## config.mk

```make
export PLATFORM = sky130hd
export DESIGN_NAME = clkdiv_doze_ctrl
export DESIGN_NICKNAME = d
export VERILOG_FILES = /design/src/rtl/clkdiv_pkg.sv /design/src/rtl/clkdiv_ctl_reg.sv /design/src/rtl/clkdiv_doze_gen.sv /design/src/rtl/clkdiv_decode.sv /design/src/rtl/clkdiv_doze_ctrl.sv
export SDC_FILE = /design/constraint.sdc
export NUM_CORES = 1
export LEC_CHECK = 0
export CAP_MARGIN = 5
export CORE_MARGIN = 2
export CORE_UTILIZATION = 44
export CTS_BUF_LIST = sky130_fd_sc_hd__clkbuf_8
export DETAILED_ROUTE_END_ITERATION = 8
export PLACE_DENSITY = 0.94
export SLEW_MARGIN = 20
export SYNTH_ARGS = -nofsm -noshare
export SYNTH_HDL_FRONTEND = slang
export SYNTH_SLANG_ARGS = --single-unit
```

## constraint.sdc

```tcl
create_clock -name clk -period 2.2 [get_ports clk]
set_clock_uncertainty 0.15 [all_clocks]
set_input_delay 0.33 -clock clk [delete_from_list [all_inputs] [get_ports clk]]
set_output_delay 0.33 -clock clk [all_outputs]
set_load 0.01 [all_outputs]
```

## src/rtl/clkdiv_pkg.sv

```systemverilog
// Shared widths, reset value and field layout of the clock divisor control word.
// Assumes a 16-bit word; the field order is software-visible.
package clkdiv_pkg;
    localparam int REG_W      = 16;
    localparam int DOZE_W     = 3;
    localparam int RC_W       = 3;
    localparam int POST_W     = 2;
    localparam int PRE_W      = 5;
    localparam int RC_OUT_W   = 9;
    localparam int PRE_OUT_W  = PRE_W + 1;
    localparam int POST_OUT_W = 4;
    localparam logic [REG_W-1:0] RESET_VAL = 16'h3040;
    localparam logic [REG_W-1:0] IMPL_MASK = 16'hFFDF;

    typedef struct packed {
        logic              recover;
        logic [DOZE_W-1:0] slow_sel;
        logic              slow_on;
        logic [RC_W-1:0]   rc_sel;
        logic [POST_W-1:0] post_sel;
        logic              spare;
        logic [PRE_W-1:0]  pre_sel;
    } ctl_word_t;
endpackage

```

## src/rtl/clkdiv_ctl_reg.sv

```systemverilog
// Control word storage. It applies software writes with the unimplemented bit
// masked, and it clears the slow-down enable on an interrupt when recover is set.
// Assumes wr_en and irq are synchronous to clk.
module clkdiv_ctl_reg
    import clkdiv_pkg::*;
(
    input  logic             clk,
    input  logic             rst_n,
    input  logic             wr_en,
    input  logic [REG_W-1:0] wr_data,
    input  logic             irq,
    output ctl_word_t        ctl_q,
    output logic             irq_clr
);
    ctl_word_t ctl_d;

    // An interrupt clears slow-down only while recover is set in the stored word.
    assign irq_clr = irq && ctl_q.recover;

    // Next word: the write first, then the interrupt clear, which wins.
    always_comb begin
        ctl_d = ctl_q;
        if (wr_en) begin
            ctl_d = ctl_word_t'(wr_data & IMPL_MASK);
        end
        if (irq_clr) begin
            ctl_d.slow_on = 1'b0;
        end
    end

    // Word register with synchronous reset.
    always_ff @(posedge clk) begin
        if (!rst_n) begin
            ctl_q <= ctl_word_t'(RESET_VAL);
        end else begin
            ctl_q <= ctl_d;
        end
    end

    // an interrupt with recover set leaves slow-down disabled.
    p_irq_clears_r6: assert property (@(posedge clk) disable iff (!rst_n)
        (irq && ctl_q.recover) |=> !ctl_q.slow_on);
    // an interrupt without recover leaves the enable alone.
    p_irq_ignored_r7: assert property (@(posedge clk) disable iff (!rst_n)
        (irq && !ctl_q.recover && !wr_en) |=> $stable(ctl_q.slow_on));
endmodule

```

## src/rtl/clkdiv_doze_gen.sv

```systemverilog
// Processor clock-enable generator. It pulses once every 2^sh peripheral cycles.
// A new ratio is loaded only at a pulse boundary; force_one loads 1:1 at once.
// Assumes the select is stable or changes only through the register.
module clkdiv_doze_gen #(
    parameter int SEL_W = 3
) (
    input  logic             clk,
    input  logic             rst_n,
    input  logic [SEL_W-1:0] slow_sel,
    input  logic             slow_on,
    input  logic             force_one,
    output logic             ce
);
    localparam int CNT_W = (1 << SEL_W) - 1;

    logic [SEL_W-1:0] sh_q;
    logic [CNT_W-1:0] cnt_q;
    logic [CNT_W:0]   span;
    logic [CNT_W-1:0] limit;

    // Last count of the active period.
    always_comb begin
        span  = (CNT_W+1)'(1) << sh_q;
        limit = CNT_W'(span - 1'b1);
    end

    assign ce = (cnt_q == limit);

    // Period counter; the ratio is loaded at the boundary or forced to 1:1.
    always_ff @(posedge clk) begin
        if (!rst_n) begin
            sh_q  <= '0;
            cnt_q <= '0;
        end else if (force_one) begin
            sh_q  <= '0;
            cnt_q <= '0;
        end else if (ce) begin
            sh_q  <= slow_on ? slow_sel : '0;
            cnt_q <= '0;
        end else begin
            cnt_q <= cnt_q + 1'b1;
        end
    end

    // the counter never passes the end of its period.
    p_cnt_bound_r3: assert property (@(posedge clk) disable iff (!rst_n)
        cnt_q <= limit);
    // a pulse into a divided ratio lasts one cycle.
    p_single_pulse_r3: assert property (@(posedge clk) disable iff (!rst_n)
        (ce && slow_on && slow_sel != '0 && !force_one) |=> !ce);
    // a forced return to 1:1 strobes on the next cycle.
    p_force_ce_r6: assert property (@(posedge clk) disable iff (!rst_n)
        force_one |=> ce);
endmodule

```

## src/rtl/clkdiv_decode.sv

```systemverilog
// Turns the three divider selections into integer divide values.
// Pure combinational logic; the reserved output code maps to /4.
module clkdiv_decode
    import clkdiv_pkg::*;
(
    input  logic [RC_W-1:0]       rc_sel,
    input  logic [PRE_W-1:0]      pre_sel,
    input  logic [POST_W-1:0]     post_sel,
    output logic [RC_OUT_W-1:0]   rc_div,
    output logic [PRE_OUT_W-1:0]  pre_div,
    output logic [POST_OUT_W-1:0] post_div
);
    localparam logic [RC_W-1:0] RC_TOP = '1;

    // RC postscaler: powers of two, the top code jumps to 256.
    always_comb begin
        if (rc_sel == RC_TOP) begin
            rc_div = RC_OUT_W'(256);
        end else begin
            rc_div = RC_OUT_W'(1) << rc_sel;
        end
    end

    // PLL input divide: field plus two.
    assign pre_div = PRE_OUT_W'(pre_sel) + PRE_OUT_W'(2);

    // PLL output divide, with the reserved code treated as /4.
    always_comb begin
        case (post_sel)
            2'b00:   post_div = POST_OUT_W'(2);
            2'b11:   post_div = POST_OUT_W'(8);
            default: post_div = POST_OUT_W'(4);
        endcase
    end
endmodule

```

## src/rtl/clkdiv_doze_ctrl.sv

```systemverilog
// Top level: control word, clock-enable generator and divide decoders.
// Assumes one clock domain (the peripheral clock) and a synchronous reset.
module clkdiv_doze_ctrl
    import clkdiv_pkg::*;
(
    input  logic                  clk,
    input  logic                  rst_n,
    input  logic                  wr_en,
    input  logic [REG_W-1:0]      wr_data,
    input  logic                  irq,
    output logic [REG_W-1:0]      rd_data,
    output logic                  cpu_ce,
    output logic [RC_OUT_W-1:0]   rc_div,
    output logic [PRE_OUT_W-1:0]  pll_pre_div,
    output logic [POST_OUT_W-1:0] pll_post_div
);
    ctl_word_t ctl;
    logic      irq_clr;

    clkdiv_ctl_reg u_reg (
        .clk     (clk),
        .rst_n   (rst_n),
        .wr_en   (wr_en),
        .wr_data (wr_data),
        .irq     (irq),
        .ctl_q   (ctl),
        .irq_clr (irq_clr)
    );

    clkdiv_doze_gen #(.SEL_W(DOZE_W)) u_gen (
        .clk       (clk),
        .rst_n     (rst_n),
        .slow_sel  (ctl.slow_sel),
        .slow_on   (ctl.slow_on),
        .force_one (irq_clr),
        .ce        (cpu_ce)
    );

    clkdiv_decode u_dec (
        .rc_sel   (ctl.rc_sel),
        .pre_sel  (ctl.pre_sel),
        .post_sel (ctl.post_sel),
        .rc_div   (rc_div),
        .pre_div  (pll_pre_div),
        .post_div (pll_post_div)
    );

    assign rd_data = ctl;

    // the unimplemented bit never reads as 1 after a write.
    p_spare_zero_r2: assert property (@(posedge clk) disable iff (!rst_n)
        wr_en |=> !rd_data[5]);
    // the PLL input divide stays within its range.
    p_pre_range_r10: assert property (@(posedge clk) disable iff (!rst_n)
        pll_pre_div >= 6'd2 && pll_pre_div <= 6'd33);
    // the PLL output divide is always 2, 4 or 8.
    p_post_legal_r11: assert property (@(posedge clk) disable iff (!rst_n)
        $onehot(pll_post_div) && pll_post_div != 4'd1);
endmodule

```

* After elaboration in Yosys (flattened, before gate mapping)
Index checks and enable logic that the tools add are counted.
** Word-level totals
- Register bits :: 25
- Input port bits :: 20
- Output and inout bits :: 36
- Word-level logic and storage cells :: 24
** Cells by class
- $add $sub $neg :: 3
- Equal/unequal tests :: 3
- Shift operators :: 2
- Muxes and demuxes :: 3
- Bitwise operators :: 1
- Reduce and logical (&&, ||, !) cells :: 4
** Operator list (number)
- $mux 9 :: 1
- $shl 1x3->9 const A :: 1
- $pmux 4 s2 :: 1
- $add 7x1->7 const B :: 1
- $eq 7x7->1 :: 1
- $shl 1x3->7 const A :: 1
- $sub 7x1->7 const B :: 1
- $add 5x2->6 const B :: 1
- $eq 3x3->1 const B :: 1
- $mux 3 :: 1
- $reduce_or 3->1 :: 1
- $eq 2x2->1 const B :: 1
- $logic_not 2->1 :: 1
- $reduce_or 2->1 :: 1
- $logic_and 1x1->1 :: 1
- $not 1->1 :: 1

* Logic depth before layout (Yosys ltp)
- Depth after elaboration :: 4
- Depth in mapped cells :: 6
- Gate-level depth less buffers :: 5

* By module
A second synthesis with hierarchy kept.
** Second synthesis, totals
- Cells, all modules :: 136
- Area, all modules :: 1313.8 µm²
** Modules (own cells, without submodules)
- clkdiv_ctl_reg :: times used 1, cells an instance 51, area an instance 595.6 µm², seq. area each 300.3 µm²
- clkdiv_doze_gen :: times used 1, cells an instance 62, area an instance 551.8 µm², seq. area each 200.2 µm²
- clkdiv_decode :: times used 1, cells an instance 23, area an instance 166.4 µm², seq. area each 0.0 µm²

* Worst setup path before layout
OpenSTA, ideal clock, no wires.
- Path kind :: reg-to-output
- Start :: register u_gen.sh_q[1]
- End :: output port cpu_ce
- Arrival time :: 1.313 ns
- Data required time :: 1.720 ns
- Path slack :: 0.407 ns
- Stages on the path, launching flop included :: 6
- Path buffers :: 1
- Path through :: dfxtp_1 buf_6 or3b_1 a21oi_2 a311oi_2 nor3_4
** Between the ends
- Word-level cells in the longest chain between the ends :: 3
** Ends and longest elaborated chain
- start: declaration :: line clkdiv_doze_gen.sv:16 : logic [SEL_W-1:0] sh_q;
- start signal: assignment :: line clkdiv_doze_gen.sv:38 : sh_q <= slow_on ? slow_sel : '0;
- $shl 1x3->7 :: line clkdiv_doze_gen.sv:23 : span = (CNT_W+1)'(1) << sh_q;
- $sub 7x1->7 :: line clkdiv_doze_gen.sv:24 : limit = CNT_W'(span - 1'b1);
- $eq 7x7->1 :: line clkdiv_doze_gen.sv:27 : assign ce = (cnt_q == limit);
- end: declaration :: line clkdiv_doze_ctrl.sv:12 : output logic cpu_ce,
No other way between the ends.

* Final worst setup path
- Start :: register u_gen.sh_q[2]
- End :: output port cpu_ce
Same word-level chain as after synthesis.

==> results.toml <==
[status]
status = "complete, no violations"

[clock_network]
clkSinkCount = 25
cts.htree.levels = 1
clockBufferDepth = 2
cts_root_buf = "clkbuf_8"
clock_latency_ps = 280
cts_buffers = 3
clkTransAtPathRegs_ps = 100
cts_tree = "yes"

[yosys]
syn_avg_cell_area_sq_um = 9.41
synth_ff_type = "dfxtp_1"
syn_area_sq_um = 1350
ys_ff_latch = 25
yosysSeqAreaShare_pct = 37.2
syn_inst = 143
ys_async_sr_fraction_pct = 0
synth_edf_count = 0
ys_types = 33
ys_warn_count = 0

[die]
start_util_pct = 45.2
die_width_microns = 59.3
ios = 56
rows = 20
core_area_sq_um = 2980
die_y_microns = 59.3
die_area_sq_um = 3520

[timing]
hold_viol = 0
finalCritPeriodShare_pct = 95.0
rsz0062_at_grt = "false"
slew_violations = 0
max_clock_freq_mhz = 479
layout_setup_ws_ps = 111
min_period_ps = 2090
setup_viol = 0

[worst_setup_path]
cpPeakStageDelay_ps = 350
crit_family = "compound AO/OA/AOI/OAI gates"
arrival_ps = 1610
critPathBufInv = 2
required_ps = 1720
setup.worst_path.start_class = "flop"
slowest_stage = "dfxtp_2"
crit_chain = "buf_4 > and3b_1 > a32o_1 > a31oi_4 > nor3_4 > clkbuf_2"
reg2reg_from = "u_gen.sh_q[2]"
reg2reg_slack_ps = 330
worstSetupPathType = "reg -> out"
r2r_end = "u_gen.cnt_q[4]"
cp_max_fo = 6
rr_worst_depth = 6
end_kind = "primary output"

[global_route]
grt_usage_pct = 18.9
grt_pass1_vias = 1056
antenna_found_initial = 0
grt_max_degree = 17
grt-ovfl-total = 0
grt_pass1_wl_mm = 5.00

[layout]
final_common_cell = "clkdlybuf4s50_1"
finish.utilization_pct = 65.8
multi_input_area_sq_um = 761
num_antenna_cells = 0
filler_cell_count = 218
regArea_sq_um = 504
layout_common_cells = "50 x clkdlybuf4s50_1, 22 x dfxtp_1, 17 x mux2i_1, 12 x nor2b_1"
area_growth_pct = 45.5
drive_above_1_share_pct = 14.2
nets = 222

[worst_hold_path]
worstHoldStart = "u_reg.ctl_q[12]"
hold_depth = 2
min_path_type = "reg -> reg"
worstHoldEndpoint = "u_gen.sh_q[0]"

[route]
drtPass1Iterations = 4
viasPerCell = 5.03
ant_nets = 0
wl_per_cell_microns = 13.6
drc = 0
first_iter_violations = 43
via_count = 1157
drt_wl_total_mm = 3.12

[run]
maxCapViolations = 0

[place]
place_ws_ps = -21.7
io_buffers = 51
place_congestion = 0.819
place_hpwl_mm = 2.25

[power]
power_density_nw_per_um2 = 558
irDropWorstVdd_v = 0.000249
p_leak_uw = 0.000807
==> power by group <==
part	internal (uW)	switching (uW)	total, uW
Sequential	477	34.1	511
Clock	133	161	294
Combinational	169	120	289
==> layout make-up <==
type / count / area share (%)
timing repair buffer: 62 / 30.0
inverter: 4 / 0.766
clock inverter: 1 / 0.447
multi-input combinational: 102 / 38.8
sequential: 25 / 25.7
clock buffer: 3 / 2.11
tap: 33 / 2.11
==> per-layer routing <==
layer  GRT usage, %  vias to the layer above  wire, microns
met3           3.28                        8            118
met4           9.74                        0            101
li1               -                      593              -
met5              0                        -              0
met1           21.4                      527           1290
met2           33.6                       29           1600
==> worst max-delay path by stage <==
| stage | depth (start not counted) | slack [ps] | startpoint | endpoint |
|---|---|---|---|---|
| 2_1_floorplan | 5 | 410 | u_gen.sh_q[1] | cpu_ce |
| 3_3_place_gp | 6 | -6 | u_gen.sh_q[2] | cpu_ce |
| 3_5_place_dp | 6 | -20 | u_gen.sh_q[2] | cpu_ce |
| 4_1_cts | 6 | 7 | u_gen.sh_q[2] | cpu_ce |
| 5_1_grt | 2 | 30 | u_reg.ctl_q[8] | rc_div[1] |
| 6_report | 6 | 110 | u_gen.sh_q[2] | cpu_ce |
==> flip-flops by register name (all words and copies together), names as in the netlist <==
| register | count |
|---|---|
| u_gen.cnt_q | 7 |
| u_gen.sh_q | 3 |
| u_reg.ctl_q | 15 |
==> metrics by stage <==
stage          instances  area [sq um]  TNS (ps)  total power [uW]  hold slack, ps
2_1_floorplan        145          1350         0               675             308
3_5_place_dp         225          1890     -21.7               811             342
4_1_cts              230          1960         0              1100             342
6_report             230          1960         0              1090             343
3_3_place_gp         225          1890     -6.48               803             336
5_1_grt              230          1960         0              1130             378
==> what timing repair did <==
| action | in CTS | in global routing |
|---|---|---|
| endpoints found under the setup margin | 1 | 1 |
| gates resized for setup | 7 | 1 |
| gates cloned | 0 | 0 |
| buffers inserted | 1 | 0 |
| hold buffers | 0 | 0 |
==> cell families after synthesis <==
family / share of synthesized area [%]
AOI/OAI and AO/OA: 8.92
xor gates and xnor gates: 5.20
adders and majority gates: 3.72
buffers and inverters: 7.90
DFF: 37.2
muxes: 12.6
other: 0.279
and+or+nand+nor: 24.2
==> synthesized netlist by cell type (2+ instances only) <==
cell type | n | area (sq um)
dfxtp_1 | 25 | 500
mux2i_1 | 17 | 170
nor2b_1 | 12 | 75.1
nand2_1 | 11 | 41.3
nor2_1 | 10 | 37.5
nand3_1 | 9 | 45.0
buf_4 | 6 | 45.0
clkbuf_1 | 5 | 18.8
xor2_1 | 5 | 43.8
ha_1 | 4 | 50.1
inv_1 | 4 | 15.0
nor3_1 | 4 | 20.0
and3_1 | 3 | 18.8
and3b_1 | 3 | 26.3
nor3b_1 | 3 | 22.5
xnor2_1 | 3 | 26.3
buf_6 | 2 | 22.5
o211ai_1 | 2 | 15.0
==> worst min-delay path: stages, from the launching register on <==
cell and delay (ps):
dfxtp_1 340, nand3_1 70, mux2i_1 60
No activity file was read; power rests on OpenSTA's default activity.
